`src/rtl/cmd_pkt_router.sv`:
```
module cmd_pkt_router #(
  parameter int W         = 24,
  parameter int NODE_ID   = 2,
  parameter int MAX_WORDS = 7,
  parameter int PIXW      = 16
) (
  input  logic                        clk,
  input  logic                        rst_n,
  input  logic                        in_valid,
  input  logic [W-1:0]                in_word,
  input  logic                        img_start,
  input  logic [PIXW-1:0]             img_len,
  input  logic [W-1:0]                abort_hdr,
  output logic                        fwd_valid,
  output logic [W-1:0]                fwd_word,
  output logic                        loc_valid,
  output logic [7:0]                  loc_src,
  output logic [W-1:0]                loc_cmd,
  output logic [$clog2(MAX_WORDS+1)-1:0] loc_nargs,
  output logic [(MAX_WORDS-2)*W-1:0]  loc_args,
  output logic                        img_valid,
  output logic [W-1:0]                img_word,
  output logic                        img_busy,
  output logic                        hdr_err
);
  localparam int CW   = $clog2(MAX_WORDS+1);
  localparam int NARG = MAX_WORDS - 2;

  typedef enum logic [1:0] {S_HDR, S_LOC, S_FWD, S_IMG} st_t;

  st_t             st;
  logic [CW-1:0]   left, idx, total;
  logic [PIXW-1:0] pix_left;
  logic [W-1:0]    args [NARG];

  wire [7:0] h_cnt  = in_word[7:0];
  wire [7:0] h_dst  = in_word[15:8];
  wire       h_ok   = (h_cnt >= 8'd2) && (h_cnt <= 8'(MAX_WORDS));
  wire       h_mine = (h_dst == 8'(NODE_ID));

  assign img_busy = (st == S_IMG);

  for (genvar g = 0; g < NARG; g++) begin : g_args
    assign loc_args[g*W +: W] = args[g];
  end

  always_ff @(posedge clk) begin
    if (!rst_n) begin
      st        <= S_HDR;
      left      <= '0;
      idx       <= '0;
      total     <= '0;
      pix_left  <= '0;
      fwd_valid <= 1'b0;
      fwd_word  <= '0;
      loc_valid <= 1'b0;
      loc_src   <= '0;
      loc_cmd   <= '0;
      loc_nargs <= '0;
      img_valid <= 1'b0;
      img_word  <= '0;
      hdr_err   <= 1'b0;
      for (int i = 0; i < NARG; i++) args[i] <= '0;
    end else begin
      fwd_valid <= 1'b0;
      loc_valid <= 1'b0;
      img_valid <= 1'b0;
      hdr_err   <= 1'b0;
      unique case (st)
        S_HDR: begin
          if (in_valid) begin
            if (!h_ok) begin
              hdr_err <= 1'b1;
            end else if (h_mine) begin
              st      <= S_LOC;
              left    <= h_cnt[CW-1:0] - 1'b1;
              total   <= h_cnt[CW-1:0];
              idx     <= '0;
              loc_src <= in_word[23:16];
              for (int i = 0; i < NARG; i++) args[i] <= '0;
            end else begin
              st        <= S_FWD;
              left      <= h_cnt[CW-1:0] - 1'b1;
              fwd_valid <= 1'b1;
              fwd_word  <= in_word;
            end
          end else if (img_start && img_len != '0) begin
            st       <= S_IMG;
            pix_left <= img_len;
          end
        end
        S_LOC: begin
          if (in_valid) begin
            if (idx == '0) loc_cmd <= in_word;
            for (int i = 0; i < NARG; i++)
              if (idx == CW'(i + 1)) args[i] <= in_word;
            idx  <= idx + 1'b1;
            left <= left - 1'b1;
            if (left == CW'(1)) begin
              st        <= S_HDR;
              loc_valid <= 1'b1;
              loc_nargs <= total - CW'(2);
            end
          end
        end
        S_FWD: begin
          if (in_valid) begin
            fwd_valid <= 1'b1;
            fwd_word  <= in_word;
            left      <= left - 1'b1;
            if (left == CW'(1)) st <= S_HDR;
          end
        end
        S_IMG: begin
          if (in_valid) begin
            if (in_word == abort_hdr) begin
              st <= S_HDR;
            end else begin
              img_valid <= 1'b1;
              img_word  <= in_word;
              pix_left  <= pix_left - 1'b1;
              if (pix_left == PIXW'(1)) st <= S_HDR;
            end
          end
        end
        default: st <= S_HDR;
      endcase
    end
  end
endmodule

```
`config.mk`:
```
export PLATFORM = sky130hd
export DESIGN_NAME = cmd_pkt_router
export DESIGN_NICKNAME = d
export VERILOG_FILES = /design/src/rtl/cmd_pkt_router.sv
export SDC_FILE = /design/constraint.sdc
export NUM_CORES = 1
export LEC_CHECK = 0
export BUFFER_PORTS_ARGS = -buffer_cell sky130_fd_sc_hd__buf_2
export CAP_MARGIN = 20
export CORE_ASPECT_RATIO = 0.8
export CORE_MARGIN = 1.5
export CORE_UTILIZATION = 55
export CTS_CLUSTER_DIAMETER = 40
export DETAILED_ROUTE_END_ITERATION = 16
export PLACE_DENSITY = 0.84
export SLEW_MARGIN = 25
export SYNTH_ARGS = -nofsm -noshare
export SYNTH_HDL_FRONTEND = slang
export SYNTH_SLANG_ARGS = --single-unit
```
`constraint.sdc`:
```
create_clock -name clk -period 4.3 [get_ports clk]
set_input_delay 0.645 -clock clk [delete_from_list [all_inputs] [get_ports clk]]
set_output_delay 0.645 -clock clk [all_outputs]
set_load 0.01 [all_outputs]
```
==> metrics.txt <==
status=finished, final reports clean; clock latency on the worst-skew pair=0.53 ns; register area=5890 um2; top_reg_cell synth=edfxtp_1; Total Wirelength=26100 um; WS Path Type=in2reg; dpl ws=1.02 ns; Setup WS post-layout=1.54 ns; 1st-iter DRT viols=617; TritonCTS clock tree=done; Compound-Gate Fraction of Synth Area=0.0677; nets=1124; fraction of registers with async set/reset=0; Total Routing Usage GR=0.290; routed via count=7100; DRT Pass-1 Iters=5; Power Density=475 nW/um2; layout overhead on the synthesized area=26.7%; maximum vdd drop=0.322 mV; crit path launch type=input port; post-route ant nets=0; largest net degree at the start of global routing=42; CTS Buffer Depth=3; synthesized net count=848; Area contributors post-synth=edfxtp_1 (39%), dfxtp_1 (25%), mux2i_1 (7.5%); vias per inst=5.53; remaining global-route overflow=0; Synth Area in Simple Gates=0.135; layout cells sized above 1=0.341; CORE AREA=16500 um2; largest family of logic cells by synthesized area=simple AND/OR/NAND/NOR gates; Finished Core Util=0.710; WL/cell=20.3 um; fin crit share=0.642; Die Span X=148 um; number of global-route vias before repair=6884; Final min period=2.76 ns; max_slew headroom=0.313; most common cell after layout, fill and taps aside=buf_2; I/O pin count=276; fmax=0.362 GHz; yosys warns=0; Worst EP arrival=2.98 ns; clk_skew=0.0250 ns; DIE AREA=17600 um2; htree depth=1; XOR/XNOR Fraction of Synth Area=0.0256; crit end category=flip-flop; Slew Limit Fails=0; cell depth of the worst min-delay path=3; Post-synth EDFFs=120; CTS root buf=clkbuf_16; # clock sinks=234; footprint of the multi-input gates=3100 um2; top-area cell type share of the netlist area=0.390; Pint=4.06 mW; worst hold path class=in2reg; clock power share=0.401; P_leak=5.26 nW; FP Rows=42; global-route wire length before repair=38900 um; Post-Syn Area=9240 um2; finished layout cell area=11700 um2; setup bufs post-CTS=0; final hold violations=0; die height=119 um; Synth Area in Adders=0.0203; Tightest Pin Transition=1.03 ns; post-synth cell types=62; worst-path maximum fanout=13; Hold Slack=0.436 ns; Worst Path Required=4.52 ns; register area share after synthesis=0.637; Synth Instances=765; GP Congestion=0.891; DRC errors left=0; Finish-stage setup viols=0; Placed Area=10800 um2; multiplexer area fraction after synthesis=0.0833; initial antenna violation count=2; combinational power share=0.144; initial core utilization=0.560; hold_buf cts=0; Syn Area/Cell=12.1 um2; number of fill cells=1139; clk slew on worst S/H paths=0.06 ns; DP HPWL=18000 um; Max Cap Viol=0; Yosys top cell by area=edfxtp_1; commonest cells after routing, fill and taps aside=buf_2 (275), edfxtp_1 (120), dfxtp_1 (114), nand2_1 (89), nor2_1 (82); Reg power frac=0.455; switching power=1.50 mW; RSZ-0062 raised after global routing=no; sw frac=0.270; post-route setup TNS=0 ns; IO Port Bufs=275; post_cts resized=0; CTS buffer count=26; R2R cell count=7; Seq cells post-synth=234
[cells by family after synthesis]
family / count (synthesis)
multiplexers: 76
XOR/XNOR: 27
AO/OA/AOI/OAI: 91
buffers and inverters: 60
flip-flops: 234
AND/OR/NAND/NOR: 262
adder cells (fa/ha/maj): 15
[Yosys cell counts, drive strengths merged (7+ instances only)]
| cell | number |
|---|---|
| edfxtp | 120 |
| dfxtp | 114 |
| nand2 | 89 |
| nor2 | 83 |
| mux2i | 69 |
| a21oi | 37 |
| clkbuf | 29 |
| and2 | 27 |
| xor2 | 25 |
| inv | 18 |
| o21ai | 16 |
| ha | 15 |
| buf | 12 |
| nor4 | 11 |
| nor3 | 9 |
| mux2 | 7 |
| o2111ai | 7 |
| o31ai | 7 |
[sequential cells by signal (all words and copies together) (netlist names)]
signal,count
args,120
fwd_word,24
img_word,24
loc_cmd,24
pix_left,16
loc_src,8
idx,3
left,3
loc_nargs,3
total,3
st,2
fwd_valid,1
hdr_err,1
img_valid,1
loc_valid,1
[per-layer routing]
layer  part of all wire  track usage  vias to the layer above
met5                  0            0                        -
met4              0.025       0.0934                        0
met3              0.089       0.0563                       48
met2               0.50        0.496                      371
met1               0.39        0.372                     3410
li1                   -            -                     3271
[layout make-up]
| class | instances | area share |
|---|---|---|
| clock buffers | 32 | 0.0601 |
| inverters | 18 | 0.00588 |
| well taps | 220 | 0.0235 |
| flip-flops and latches | 234 | 0.503 |
| repair buffers | 290 | 0.128 |
| diodes | 3 | 0.000641 |
| multi-input cells | 471 | 0.264 |
| clock inverters | 16 | 0.0146 |
[power by group through the flow]
stage / Sequential [mW] / Combinational [mW] / Clock, mW
4_1_cts: 2.53 / 0.796 / 2.24
6_report: 2.53 / 0.803 / 2.23
3_5_place_dp: 2.57 / 0.789 / 0
5_1_grt: 2.54 / 0.874 / 2.33
2_1_floorplan: 2.61 / 0.478 / 0
3_3_place_gp: 2.57 / 0.772 / 0
[worst paths after layout]
check	endpoint	startpoint	slack, ns
setup / recovery	args[0][2]$_DFFE_PP_	in_word[4]	1.54
hold reg to reg	loc_cmd[3]$_SDFFE_PN0P_	loc_cmd[3]$_SDFFE_PN0P_	0.45
setup reg to reg	args[0][2]$_DFFE_PP_	st[0]$_SDFFE_PN0P_	1.83
hold / removal	loc_cmd[5]$_SDFFE_PN0P_	in_word[5]	0.44
[stage by stage]
stage | total power, mW | std cells
final | 5.56 | 1284
after floorplan | 3.08 | 765
after global routing | 5.75 | 1283
after global placement | 3.34 | 1233
after detailed placement | 3.36 | 1233
after CTS | 5.57 | 1281
[worst max-delay path, stage by stage]
cell     delay, ns
buf_2         0.15
or4_4         0.56
nor3_4        0.27
nand4_1       0.13
buf_4         0.23
a21o_1        0.28
o21ai_2       0.35
buf_4         0.36
Power figures use the tool's default switching activity.
